[config.mk]
export PLATFORM = sky130hd
export DESIGN_NAME = pkt_rx_engine
export DESIGN_NICKNAME = d
export VERILOG_FILES = /design/src/rtl/pkt_rx_engine.sv
export SDC_FILE = /design/constraint.sdc
export NUM_CORES = 1
export LEC_CHECK = 0
export ABC_AREA = 1
export BUFFER_PORTS_ARGS = -buffer_cell sky130_fd_sc_hd__buf_2
export CAP_MARGIN = 30
export CORE_ASPECT_RATIO = 1.75
export CORE_MARGIN = 2
export CORE_UTILIZATION = 30
export DETAILED_ROUTE_END_ITERATION = 6
export GPL_TIMING_DRIVEN = 0
export PLACE_DENSITY = 0.48
export SETUP_SLACK_MARGIN = 0.4
export SLEW_MARGIN = 20
export SYNTH_ARGS = -nofsm -noshare
export SYNTH_HDL_FRONTEND = slang
export SYNTH_SLANG_ARGS = --single-unit
[constraint.sdc]
create_clock -name clk -period 2.4 [get_ports clk]
set_input_delay 0.48 -clock clk [delete_from_list [all_inputs] [get_ports clk]]
set_output_delay 0.48 -clock clk [all_outputs]
set_load 0.03 [all_outputs]
[src/rtl/pkt_rx_engine.sv]
module pkt_rx_engine #(
  parameter int AW = 16,
  parameter int DW = 16
) (
  input  logic          clk,
  input  logic          rst,
  input  logic          cmd_valid,
  input  logic          cmd_op,
  input  logic [AW-1:0] cmd_arg,
  output logic          cmd_ready,
  output logic          rx_en,
  input  logic          rx_valid,
  input  logic          rx_last,
  input  logic [DW-1:0] rx_data,
  input  logic [7:0]    hw_status,
  output logic          mem_req,
  output logic          mem_we,
  output logic [AW-1:0] mem_addr,
  output logic [DW-1:0] mem_wdata,
  input  logic [DW-1:0] mem_rdata,
  input  logic          mem_ack,
  output logic [DW-1:0] irq_pend
);
  localparam logic [7:0] ST_DONE = 8'd1, ST_BUSY = 8'd2, ST_OVF = 8'd4, ST_ZERO = 8'd5;
  localparam logic [AW-1:0] OFS_END = AW'(1), OFS_POST = AW'(6), OFS_MASK = AW'(7);

  typedef enum logic [2:0] {IDLE, RD_PTR, RD_END, WR_DATA, WR_PTR, RD_PADDR, WR_POST, RD_MASK} st_t;
  st_t state;

  logic [AW-1:0] base, ptr, paddr;
  logic [DW-1:0] word, postw;
  logic [7:0]    stat;
  logic          base_ok, active, is_rx, last;

  wire take_rx  = rx_en & rx_valid;
  wire take_cmd = cmd_valid & cmd_ready;
  wire end_hit  = (AW'(mem_rdata) == ptr);

  assign rx_en     = active & (state == IDLE);
  assign cmd_ready = (state == IDLE) & ~take_rx;
  assign mem_req   = (state != IDLE);
  assign mem_we    = (state == WR_DATA) | (state == WR_PTR) | (state == WR_POST);

  always_comb begin
    mem_addr  = base;
    mem_wdata = '0;
    case (state)
      RD_END:   mem_addr = base + OFS_END;
      WR_DATA:  begin mem_addr = ptr; mem_wdata = word; end
      WR_PTR:   mem_wdata = DW'(ptr + AW'(1));
      RD_PADDR: mem_addr = base + OFS_POST;
      WR_POST:  begin mem_addr = paddr; mem_wdata = postw; end
      RD_MASK:  mem_addr = base + OFS_MASK;
      default:  ;
    endcase
  end

  always_ff @(posedge clk) begin
    if (rst) begin
      state <= IDLE; base <= '0; base_ok <= 1'b0; active <= 1'b0; is_rx <= 1'b0;
      last <= 1'b0; ptr <= '0; paddr <= '0; word <= '0; postw <= '0; stat <= '0;
      irq_pend <= '0;
    end else begin
      case (state)
        IDLE:
          if (take_rx) begin
            word <= rx_data; last <= rx_last; is_rx <= 1'b1; state <= RD_PTR;
          end else if (take_cmd) begin
            if (!cmd_op) begin
              base <= cmd_arg; base_ok <= 1'b1;
            end else if (base_ok) begin
              is_rx <= 1'b0;
              if (active) begin stat <= ST_BUSY; state <= RD_PADDR; end
              else state <= RD_PTR;
            end
          end
        RD_PTR:  if (mem_ack) begin ptr <= AW'(mem_rdata); state <= RD_END; end
        RD_END:
          if (mem_ack) begin
            if (end_hit) begin
              stat <= is_rx ? ST_OVF : ST_ZERO; active <= 1'b0; state <= RD_PADDR;
            end else if (is_rx) state <= WR_DATA;
            else begin active <= 1'b1; state <= IDLE; end
          end
        WR_DATA: if (mem_ack) state <= WR_PTR;
        WR_PTR:
          if (mem_ack) begin
            if (last) begin stat <= ST_DONE; active <= 1'b0; state <= RD_PADDR; end
            else state <= IDLE;
          end
        RD_PADDR:
          if (mem_ack) begin
            paddr <= AW'(mem_rdata); postw <= DW'({stat, hw_status}); state <= WR_POST;
          end
        WR_POST: if (mem_ack) state <= RD_MASK;
        RD_MASK: if (mem_ack) begin irq_pend <= irq_pend | mem_rdata; state <= IDLE; end
        default: state <= IDLE;
      endcase
    end
  end

  AST_REQ_HOLD: assert property (@(posedge clk) disable iff (rst)
    mem_req && !mem_ack |=> mem_req && $stable(mem_addr) && $stable(mem_we) && $stable(mem_wdata));
  AST_RX_QUIET_MEM: assert property (@(posedge clk) disable iff (rst)
    rx_en |-> !mem_req && cmd_ready != rx_valid || !rx_valid);
  AST_NO_BASE_NO_REQ: assert property (@(posedge clk) disable iff (rst)
    take_cmd && cmd_op && !base_ok |=> !mem_req && !rx_en);
  AST_IRQ_STICKY: assert property (@(posedge clk) disable iff (rst)
    ($past(irq_pend) & ~irq_pend) == '0);
  AST_BUSY_POSTS: assert property (@(posedge clk) disable iff (rst)
    take_cmd && cmd_op && rx_en |=> mem_req && mem_addr == base + OFS_POST);
endmodule

==> results of run 1 <==
## through the flow
step                 util  setup TNS, ns  hold WS, ns  total power [mW]  instances
finish              0.489          -3.72        0.384              7.78       1315
CTS                 0.434          -2.62        0.391              6.86       1273
global placement    0.355          -1.50        0.440              4.50       1223
floorplan               -              0        0.429              3.74        873
detailed placement  0.355          -1.61        0.448              4.50       1223
global route        0.489          -6.30        0.387              8.13       1315
## logic make-up (layout without fill, tap and decap cells)
kind of cell	Yosys count	after routing
simple gates	359	360
compound gates	238	238
flops	101	101
fa+ha+maj	3	3
buf+inv	171	374
xor+xnor	1	1
## cell usage after synthesis (all sizes together), types with 2 or more instances
cell,number
o211ai,3
a21oi,120
inv,130
o221ai,11
nand3,71
o2111ai,4
dfxtp,101
o21ai,92
nor2,60
nand3b,2
nor3,8
clkbuf,31
o22ai,2
ha,3
nand2,199
buf,10
nand4,18
## critical path: cells and delay by family, from the launching register on
family          cells  cell delay (ns)
simple gates        6             0.76
flops               1             0.38
compound gates      2             0.33
fa+ha+maj           1             0.15
buf+inv             1             0.15
## path summary, 6_finish.rpt
check | endpoint | depth (start not counted)
worst min-delay path | base[14]$_SDFFE_PP0P_ | 3
worst max register to register | state[1]$_SDFFE_PP0P_ | 17
worst min register to register | postw[4]$_SDFFE_PP0P_ | 2
worst max-delay path | mem_wdata[12] | 10
## per-layer routing
layer | wire [um] | global-route usage | vias up
met3 | 874 | 0.0310 | 52
li1 | - | - | 3283
met4 | 1150 | 0.121 | 0
met1 | 8880 | 0.248 | 3140
met2 | 13300 | 0.439 | 173
met5 | 0 | 0 | -
## sequential cells by signal, indices dropped and copies added, names as in the netlist
signal,cells
stat,3
base_ok,1
state,3
base,16
ptr,16
postw,11
paddr,16
last,1
active,1
word,16
irq_pend,16
is_rx,1
## power groups by stage
| stage | clock network, mW | registers (mW) | logic (mW) |
|---|---|---|---|
| after floorplan | 0 | 2.12 | 1.62 |
| after global placement | 0 | 2.20 | 2.29 |
| after detailed placement | 0 | 2.20 | 2.30 |
| after CTS | 1.58 | 2.19 | 3.10 |
| after global routing | 1.64 | 2.22 | 4.27 |
| final | 1.56 | 2.20 | 4.02 |
## final cells by class
cell class | count | area [um^2]
buffer | 41 | 384
clock buffer | 9 | 225
clock inverter | 6 | 78.8
fill | 1914 | 9450
inverter | 130 | 518
multi-input combinational | 602 | 3940
sequential | 101 | 2060
tap | 238 | 298
timing repair buffer | 188 | 1540
## timing repair
item	CTS	global route
setup endpoints to repair	33	101
cloned	4	3
pin swaps	44	57
setup buffers	31	39
gates resized for setup	249	197
==> results by stage, run 1 <==
Synthesis:
- Of the total synthesized cell area, the portion taken by full adders, half adders and majority gates is 0.00669.
- The main flop type after synthesis is sky130_fd_sc_hd__dfxtp_1.
- The post-synthesis mux area share is 0.
- The Yosys warning count is 0.
- By area the synthesized netlist is led by sky130_fd_sc_hd__dfxtp_1 (36%), sky130_fd_sc_hd__nand2_1 (13%), sky130_fd_sc_hd__a21oi_1 (11%).
- The fraction of the mapped netlist area in simple logic gates is 0.283.
- After synthesis, the netlist uses 39 different library cells.
- The area share of xor/xnor cells in the synthesized design is 0.00156.
- The largest family of logic cells by synthesized area is simple AND/OR/NAND/NOR gates.
- The complex-gate fraction of the synthesized area came to 0.231.
- The cell taking the most area after synthesis is sky130_fd_sc_hd__dfxtp_1.
- Counting flops with an async set or reset pin after synthesis yields a share of 0.
- The fraction of the yosys area taken by sequential cells is 0.361.
- The cell area that synthesis handed to floorplanning was approximately 5600 um^2.
- Synthesis handed over a netlist of 873 instances.
- Synthesis produced a netlist with a net count of roughly 940.
- The average size of a mapped cell is 6.42 um^2.
- The fraction of synthesized cell area taken by the top area cell type is 0.361.
- Counting flops with a built-in enable in the synthesized netlist gives 0.
- The count of state elements after synthesis is 101.

Floorplan:
- The die is 107 um wide.
- The y dimension of the die is 185 um.
- The number of top-level pins is 115.
- The area of the die is 19,800 um^2.
- The initial utilization of the core area, before any placement, comes to 0.303.
- In this run the core area contains 66 standard-cell rows.
- The core region is 18,500 um^2.

Clock network:
- The maximum buffer depth of the clock tree is 2.
- The H-tree generated during clock tree synthesis spans 3 levels.
- The number of hold buffers added after cts is 0.
- Clock tree synthesis inserted a total of 9 buffers.
- The clock root buffer is sky130_fd_sc_hd__clkbuf_16.
- The later pin in the worst-skew pair is clocked with a latency of 0.36 ns.
- The clock tree from TritonCTS is built.
- The clock-pin slew of the registers on the worst-case setup and hold paths is 0.08 ns.
- The clock drives 101 sinks.

STA:
- The count of final max-slew check failures came to 0.
- The post-layout minimum cycle time is 2.60 ns.
- For the pin with the worst max-slew slack, the measured transition is around 1.0 ns.
- The least setup slack across all paths after layout is -0.198 ns.
- Setup repair after global routing could not meet its margin everywhere.
- The final hold violation count came to 0.
- Setup violations remaining at the end of the flow were counted as 29.
- The worst clock skew on the final layout is 0.00639 ns.
- The post-route clock period utilization is 1.08.
- The worst slew slack as a fraction of its limit is 0.315.
- The maximum operating frequency is 385 MHz.

Layout:
- The proportion of layout cells with a drive suffix above 1 is 0.409.
- The number of nets in the layout is 1,139.
- The number of diodes is 0.
- The area growth from synthesis to final layout is 61.4%.
- The commonest non-fill, non-tap cell in the layout is sky130_fd_sc_hd__nand2_1.
- Leaving out fill and tap cells, the most frequent cells in the layout are sky130_fd_sc_hd__nand2_1 (153), sky130_fd_sc_hd__inv_1 (111), sky130_fd_sc_hd__a21oi_1 (93).
- The finished cells cover 9050 um^2.

Run:
- The tool flagged a number of max-cap violations equal to 0.

GRT:
- The all-layer global routing usage is 0.233.
- The number of antenna violations at the first check in global routing was 0.
- The aggregate global routing overflow is 0.
- The first global-routing pass estimated 34,900 um of wire.
- Entering global routing, the biggest net connects 19 pins.
- The number of global-route vias before repair is about 6,400.

Setup path:
- The arrival time at the worst endpoint is ~2.1 ns.
- The longest individual stage delay on the worst path is 0.38 ns.
- The beginning of the critical path is ptr[0]$_SDFFE_PP0P_.
- The worst register-to-register path begins at state[1]$_SDFFE_PP0P_.
- The kind of critical path is register to output pin.
- The worst setup path is launched from a register.
- In this run the register-to-register setup slack is 0.10 ns.
- The signal on the critical path passes through ha_4, nand3_4, nor2_4, nand2_2, nor2_4, nand4_1, o21ai_2, nand2_2, o21ai_4, buf_6.
- The kind of end point of the critical path is an output pin.
- In this run the worst path has a maximum fanout of 4.
- STA puts the critical path data required time at 1.92 ns.
- Among all stages on the critical path, the largest delay is contributed by sky130_fd_sc_hd__dfxtp_4.

Routing:
- The first detailed-routing pass took 5 iterations.
- The first routing iteration left 294 violations.
- After detailed routing, the number of remaining DRC violations is 0.
- The detail route stage leaves a number of antenna-violating nets equal to 0.
- The final layout contains routed wiring with a total length of 24,200 um.
- In the final routed layout, each cell accounts on average for 18.4 um.
- The total via count in the routed design is 6,648.
- Using the TritonRoute via totals, the vias-per-cell ratio works out to roughly 5.1.

Hold path:
- The launch instance of the worst min-delay path is cmd_arg[14].
- The path class of the tightest hold or removal check is input port to register.

Pwr:
- The reported net switching power is 3.29 mW.
- The share of total power dissipated in the clock network is 0.201.
- The internal portion of the total power is between 4 and 5 mW.
- Of the total power, registers draw 0.282.
- Dividing total power by cell area gives a power density of 859 nW/um^2.
- The fraction of power spent switching nets is 0.423.
- The peak supply drop is about 0.40 mV.
- The total leakage power is 3.77 nW.
- The part of the power in combinational logic is 0.517.

Place:
- The count of port buffers added during placement is about 110.
- OpenSTA, run right after detailed placement, puts the worst setup slack at -0.153 ns.
- In this run the cell area measured after placement is 6560 um^2.
- Summed over all nets, the half-perimeter wirelength after detailed placement is 17,400 um.
- The placer's final routability congestion estimate is 0.908.

Outcome:
- The run finished, with violations left.
- The final reports fail on setup timing.
Note: power is estimated with default switching activity, not from simulation.
==> inputs of run 2 (changes only) <==
--- a/config.mk
+++ b/config.mk
@@ -8,3 +8,2 @@
 export ABC_AREA = 1
-export BUFFER_PORTS_ARGS = -buffer_cell sky130_fd_sc_hd__buf_2
 export CAP_MARGIN = 30
@@ -14,4 +13,5 @@
 export DETAILED_ROUTE_END_ITERATION = 6
+export DONT_BUFFER_PORTS = 1
 export GPL_TIMING_DRIVEN = 0
-export PLACE_DENSITY = 0.48
+export PLACE_DENSITY = 0.43
 export SETUP_SLACK_MARGIN = 0.4
==> constraint.sdc (replaced) <==
create_clock -name clk -period 2.4 [get_ports clk]
set_input_delay 0.24 -clock clk [delete_from_list [all_inputs] [get_ports clk]]
set_output_delay 0.24 -clock clk [all_outputs]
set_load 0.03 [all_outputs]
==> run 2 against run 1 <==
The run still ends with setup timing left. Core utilization down 6.0 points. Hold slack lost 0.37 ns. Flip-flop and latch count unchanged. Critical path type unchanged. Critical endpoint is now mem_wdata[8].
==> results by stage, run 2 (synthesis results as in run 1) <==
Pwr:
- The final total power was 6.86 mW (-12%).
- The total leakage power is 3.08 nW (-18%).
- The peak supply drop is 0.439 mV (+9.5%).
- The power per cell area was 864 nW/um^2 (+0.54%).

Place:
- The count of port buffers added during placement was 0 (-100%).
- The placer's final routability congestion estimate is 0.876 (-3.6%).
- The placed instance count came to 1,111 (-9.2%).
- The setup slack at placement is -0.167 ns (-0.0141 ns).
- The estimated wirelength of the detail-placed design was 17,800 um (+2.6%).

Layout:
- The library cell used most frequently in the layout, excluding fill and tap cells, is sky130_fd_sc_hd__nand2_1.
- The number of diodes is 0 (unchanged).
- The number of filler instances in the final layout was 1,968 (+2.8%).
- The library cells used most frequently in the layout, excluding fill and tap cells, are sky130_fd_sc_hd__nand2_1 (160), sky130_fd_sc_hd__inv_1 (114), sky130_fd_sc_hd__a21oi_1 (88).
- The number of standard cells in the final layout excluding fillers is 1,179 (-10%).
- The utilization after layout is 0.429 (-0.0597).
- The number of nets in the layout is 1,002 (-12%).
- The proportion of layout cells with a drive suffix above 1 is 0.306 (-0.102).
- Relative to the synthesized area, the layout overhead comes to 41.7%.

Floorplan:
- The area of the core is 18,500 um^2 (unchanged).
- The floorplan die width is 107 um (unchanged).
- The y dimension of the die is 185 um (unchanged).
- The number of standard-cell rows in the floorplan is 66 (unchanged).
- The initial core utilization came to 0.303 (unchanged).
- The number of top-level pins is 115 (unchanged).
- The area of the die is 19,800 um^2 (unchanged).

GRT:
- The maximum number of pins on one net before global-route repair is 17 (-2).
- The number of antenna violations at the first check in global routing is 0 (unchanged).
- The aggregate global routing overflow came to 0 (unchanged).
- The global-route wire length before repair came to 35,200 um (+0.59%).
- The number of global-route vias before repair is 5,926 (-7.1%).
- The all-layer global routing usage is 0.240 (+0.00666).

Setup path:
- The arrival time at the worst endpoint is 2.22 ns (+0.10 ns).
- The slowest stage cell on the critical path is sky130_fd_sc_hd__dfxtp_2.
- The highest fanout seen on the critical path is 5 (+1).
- The sum of buffers and inverters on the critical path was 8 (+7).
- The worst setup path is captured at an output pin.
- The startpoint kind of the worst setup timing path is a register.
- The critical path goes through buf_6, buf_4, buf_6, buf_6, nor2_4, inv_2, nor2_4, buf_6, buf_8, buf_6, nand3_4, o221ai_4.
- The longest individual stage delay on the worst path was 0.34 ns (-0.04 ns).
- By startpoint and endpoint, the worst setup path is classified as register to output pin.
- Broken down by cell family, the worst path's largest delay share belongs to buffers and inverters.
- The worst path required time is 2.16 ns (+0.24 ns).
- The most numerous cell type found on the critical path is sky130_fd_sc_hd__buf_6.

Run:
- The number of max-cap violations is 0 (unchanged).

Clock network:
- The maximum buffer depth of the clock tree is 2 (unchanged).
- The total clock sinks is 101 (unchanged).
- CTS placed an instance of sky130_fd_sc_hd__clkbuf_16 at the clock tree root.
- The H-tree depth reported by CTS is 3 (unchanged).
- The clock tree from TritonCTS is built.
- The clock-pin slew of the registers on the worst-case setup and hold paths is 0.08 ns (about the same).
- The latest clock arrival within the worst-skew pair is 0.37 ns (about the same).
- The total CTS buffers is 9 (unchanged).

Routing:
- The residual antenna-violating net count after detailed routing came to 0 (unchanged).
- The topmost layer with routed signal wires is met4.
- The met2 layer wire length in the routed design is 13,500 um (+1.3%).
- The total via count in the routed design came to 6,060 (-8.8%).
- The number of design rule violations left after detail routing is 0 (unchanged).
- The post-route met1 wirelength is 8650 um (-2.7%).
- The total met3 wirelength after detailed routing is 966 um (+11%).
- The first-pass iteration count of the detailed router is 4 (-1).
- The wire length per cell is 20.6 um (+12%).
- The total wirelength of the detailed-routed design is 24,200 um (+0.23%).
- The starting DRC count in detailed routing was 194 (-34%).
- The via density per instance is 5.14 (+1.7%).

STA:
- The final setup TNS is -0.215 ns (+3.51 ns).
- The least setup slack across all paths after layout is -0.0552 ns (+0.143 ns).
- The slew at the pin closest to its max-slew limit is 1.03 ns (+0.00151 ns).
- The final count of negative-setup-slack endpoints is 10 (-66%).
- Setup repair after global routing could not meet its margin everywhere.
- The final hold violation count is 0 (unchanged).
- The worst slew slack as a fraction of its limit is 0.314 (-0.00101).
- The count of final max-slew check failures is 0 (unchanged).
- The maximum operating frequency came to 407 MHz (+5.8%).
- The worst clock skew on the final layout came to 0.0107 ns (+0.00428 ns).
- The post-layout minimum cycle time is 2.46 ns (-0.143 ns).
- The post-route clock period utilization is 1.02 (-0.0596).

Outcome:
- The flow ran to the end, but the final reports show violations.
- The final reports fail on setup timing.

Hold path:
- The path class of the tightest hold or removal check is input port to register.
## run 2: cell types whose count changed in the layout (fill, tap and decap cells not counted), moves of 9 or more
| cell | previous run | this run |
|---|---|---|
| sky130_fd_sc_hd__buf_6 | 51 | 18 |
| sky130_fd_sc_hd__buf_2 | 79 | 4 |
| sky130_fd_sc_hd__buf_4 | 54 | 25 |
| sky130_fd_sc_hd__o221ai_2 | 9 | 0 |
| sky130_fd_sc_hd__o221ai_4 | 1 | 11 |
| sky130_fd_sc_hd__nand3_2 | 16 | 7 |
## run 2: metrics by stage
step	hold slack (ns)	area [um^2]
after floorplan	0.368	5630
after global routing	0.0176	7940
after global placement	0.388	5930
after CTS	0.00492	7290
final	0.0182	7940
after detailed placement	0.392	5930
## run 2: worst paths after layout
path | startpoint | to | slack (ns) | depth (start not counted)
max | state[1]$_SDFFE_PP0P_ | mem_wdata[8] | -0.06 | 12
min | mem_rdata[15] | ptr[15]$_SDFFE_PP0P_ | 0.02 | 2
max reg2reg | state[1]$_SDFFE_PP0P_ | stat[2]$_SDFFE_PP0P_ | 0.11 | 15
min reg2reg | paddr[7]$_SDFFE_PP0P_ | paddr[7]$_SDFFE_PP0P_ | 0.46 | 2
## run 2: cell type report
type,instances,area [um^2],share of cell area
multi-input combinational,602,3920,0.493
sequential,101,2050,0.259
timing repair buffer,51,567,0.0713
inverter,130,498,0.0627
buffer,41,319,0.0402
tap,238,298,0.0375
clock buffer,10,229,0.0288
clock inverter,6,63.8,0.00803
## run 2: power breakdown
group / leakage (nW) / switching, mW / internal (mW)
sequential: 0.827 / 0.280 / 1.93
clock: 0.138 / 0.732 / 0.809
combinational: 2.12 / 2.03 / 1.08
## run 2: metal layers
| metal | vias up | track usage |
|---|---|---|
| met5 | - | 0 |
| met4 | 0 | 0.115 |
| met3 | 57 | 0.0415 |
| met2 | 147 | 0.461 |
| met1 | 2841 | 0.245 |
| li1 | 3015 | - |
## run 2: worst register-to-register path: cells and delay by family (launching register included)
family | cells | cell delay, ns
buf+inv | 4 | 0.47
flops | 1 | 0.34
compound gates | 1 | 0.34
simple gates | 10 | 1.10
## run 2: timing repair
action                     CTS  global route
pin swaps                   48            48
setup buffers               25            17
cloned                       3             4
setup endpoints to repair   58            73
hold buffers                 3             0
hold endpoints to repair     3             0
gates resized for setup    200           152
==> inputs of run 3 (changes only) <==
Settings changed: CTS_BUF_LIST set to sky130_fd_sc_hd__clkbuf_16, SKIP_CTS_REPAIR_TIMING set to 1.
==> run 3 against run 2 <==
The run still ends with setup timing left. Die area is the same. Flip-flop and latch count is the same. Core utilization shrank 2.6 points. Fmax grew 0.76%. Total power shrank 4.6%. Setup slack gained 0.019 ns. Via count shrank 1.4%. Count of clock-buffer cells in the layout shrank 1. Final area shrank 6.1%. Final cell count shrank 1.5%. Critical endpoint is now mem_addr[14].
==> results by stage, run 3 (synthesis results as in run 1) <==
Outcome:
- The flow ran to the end, but the final reports show violations.
- The final reports fail on setup timing.

Clock network:
- The maximum buffer depth of the clock tree is 2 (unchanged).
- The latest clock arrival within the worst-skew pair is 0.36 ns (about the same).
- The clock root buffer is sky130_fd_sc_hd__clkbuf_16.
- The total CTS buffers is 9 (unchanged).
- The total clock sinks is 101 (unchanged).
- The clock-pin slew of the registers on the worst-case setup and hold paths is 0.07 ns (about the same).
- The clock tree from TritonCTS is built.
- The H-tree depth reported by CTS is 3 (unchanged).

Place:
- The standard cell area after detailed placement is 5930 um^2 (unchanged).
- The estimated wirelength of the detail-placed design came to 17,800 um (unchanged).
- The placer's final routability congestion estimate was 0.876 (unchanged).
- The count of port buffers added during placement is 0 (unchanged).

GRT:
- The number of antenna violations at the first check in global routing is 0 (unchanged).
- The global-route wire length before repair was 33,300 um (-5.2%).
- The aggregate global routing overflow is 0 (unchanged).
- The number of global-route vias before repair is 5,545 (-6.4%).
- The maximum number of pins on one net before global-route repair was 17 (unchanged).
- The all-layer global routing usage is 0.227 (-0.0124).

Setup path:
- The cell repeated most along the worst path is sky130_fd_sc_hd__nand2_4.
- The longest individual stage delay on the worst path was 0.38 ns (+0.04 ns).
- The sum of buffers and inverters on the critical path is 4 (-4).
- The worst path required time came to 2.16 ns (about the same).
- The highest fanout seen on the critical path was 5 (unchanged).
- The kind of critical path is register to output pin.
- On the critical path, the stage with the largest delay is an instance of sky130_fd_sc_hd__nand4_1.
- The kind of end point of the critical path is an output pin.
- The kind of cell with the highest combined delay on the critical path is simple AND/OR/NAND/NOR gates.
- The startpoint kind of the worst setup timing path is a register.
- Walking the worst path, the cells encountered are buf_6, inv_4, nor2_4, nand2_2, nand2_1, inv_1, ha_2, inv_2, nand2_4, nand2_4, nand2_4, nand3_2, nand2_2, nand3_2, nand4_1.
- The arrival time at the worst endpoint is 2.20 ns (-0.02 ns).
- The register-to-register path setup slack is 0.31 ns (+0.20 ns).

Layout:
- Leaving out fill and tap cells, the most frequent cells in the layout are sky130_fd_sc_hd__nand2_1 (161), sky130_fd_sc_hd__inv_1 (117), sky130_fd_sc_hd__a21oi_1 (108).
- The number of diodes is 0 (unchanged).
- The library cell used most frequently in the layout, excluding fill and tap cells, is sky130_fd_sc_hd__nand2_1.
- The number of nets in the layout is 984 (-1.8%).
- The total area of multi-input combinational cells is 3730 um^2 (-4.6%).
- The summed area of non-filler cells in the final layout is 7460 um^2 (-6.1%).
- The number of filler instances in the final layout is 2,043 (+3.8%).
- The area growth from synthesis to layout is 33.1%.
- The area occupied by registers is 2050 um^2 (unchanged).
- The proportion of layout cells with a drive suffix above 1 came to 0.247 (-0.0590).

Floorplan:
- The number of top-level pins is 115 (unchanged).
- The floorplan die width is 107 um (unchanged).
- The number of standard-cell rows in the floorplan was 66 (unchanged).
- The area of the die is 19,800 um^2 (unchanged).
- The initial core utilization came to 0.303 (unchanged).
- The y dimension of the die is 185 um (unchanged).
- The area of the core is 18,500 um^2 (unchanged).

Run:
- The number of max-cap violations is 0 (unchanged).

Routing:
- The total wirelength of the detailed-routed design is 23,400 um (-3.3%).
- The number of design rule violations left after detail routing is 0 (unchanged).
- The wire length per cell was 20.2 um (-1.9%).
- The via density per instance was 5.14 (about the same).
- The total via count in the routed design is 5,973 (-1.4%).
- The residual antenna-violating net count after detailed routing is 0 (unchanged).
- The starting DRC count in detailed routing is 257 (+32%).
- The first-pass iteration count of the detailed router is 5 (+1).

STA:
- Setup repair after global routing could not meet its margin everywhere.
- The slew at the pin closest to its max-slew limit is 0.924 ns (-0.105 ns).
- The count of final max-slew check failures is 0 (unchanged).
- The post-route clock period utilization was 1.02 (-0.00775).
- The final count of negative-setup-slack endpoints came to 3 (-7).
- The final hold violation count came to 0 (unchanged).
- The worst slew slack as a fraction of its limit is 0.382 (+0.0677).
- The post-layout minimum cycle time is 2.44 ns (-0.0186 ns).
- The worst clock skew on the final layout is 0.00912 ns (-0.00154 ns).
- The maximum operating frequency is 410 MHz (+0.76%).
- The least setup slack across all paths after layout was -0.0366 ns (+0.0186 ns).

Pwr:
- The total leakage power was 2.90 nW (-5.8%).
- The power per cell area is 877 nW/um^2 (+1.5%).
- The peak supply drop is 0.453 mV (+3.1%).
- The final total power was 6.54 mW (-4.6%).

Hold path:
- The class of the worst hold path is input port to register.
## run 3: worst reg2reg max path: cells and delay by family (launching register included)
family | cells | cell delay [ns]
simple gates | 10 | 0.99
buf+inv | 3 | 0.37
compound gates | 1 | 0.34
flops | 1 | 0.33
## run 3: worst paths after layout
path / cells past startpoint / endpoint / startpoint
hold / removal: 2 / ptr[2]$_SDFFE_PP0P_ / mem_rdata[2]
setup / recovery: 15 / mem_addr[14] / state[1]$_SDFFE_PP0P_
hold reg to reg: 2 / paddr[7]$_SDFFE_PP0P_ / paddr[7]$_SDFFE_PP0P_
setup reg to reg: 14 / stat[2]$_SDFFE_PP0P_ / state[1]$_SDFFE_PP0P_
## run 3: power breakdown
group          internal (mW)  switching, mW  leakage [nW]
Sequential              1.93          0.277         0.827
Combinational          0.908           1.91          1.93
Clock                  0.804          0.713         0.143
## run 3: final cells by class
cell class                 instances  share of cell area
buffer                            41              0.0364
clock buffer                       9              0.0302
clock inverter                     7             0.00905
inverter                         130              0.0669
multi-input combinational        602               0.501
sequential                       101               0.275
tap                              238              0.0399
timing repair buffer              33              0.0418
## run 3: layer usage
layer | vias to the layer above | share of wire | GRT usage
met5 | - | 0 | 0
met3 | 36 | 0.037 | 0.0373
met4 | 0 | 0.035 | 0.0846
li1 | 2976 | - | -
met1 | 2843 | 0.37 | 0.237
met2 | 118 | 0.56 | 0.446
## run 3: through the flow
| stage | instances | utilization | hold WS (ns) | TNS, ns | setup slack, ns |
|---|---|---|---|---|---|
| after global routing | 1161 | 0.403 | 0.0150 | -1.16 | -0.144 |
| final | 1161 | 0.403 | 0.0129 | -0.0770 | -0.0366 |
| after CTS | 1127 | 0.336 | -0.000421 | -8.65 | -0.576 |
| after global placement | 1111 | 0.320 | 0.388 | -0.291 | -0.155 |
| after detailed placement | 1111 | 0.320 | 0.392 | -0.302 | -0.167 |
| after floorplan | 873 | - | 0.368 | 0 | 0.433 |
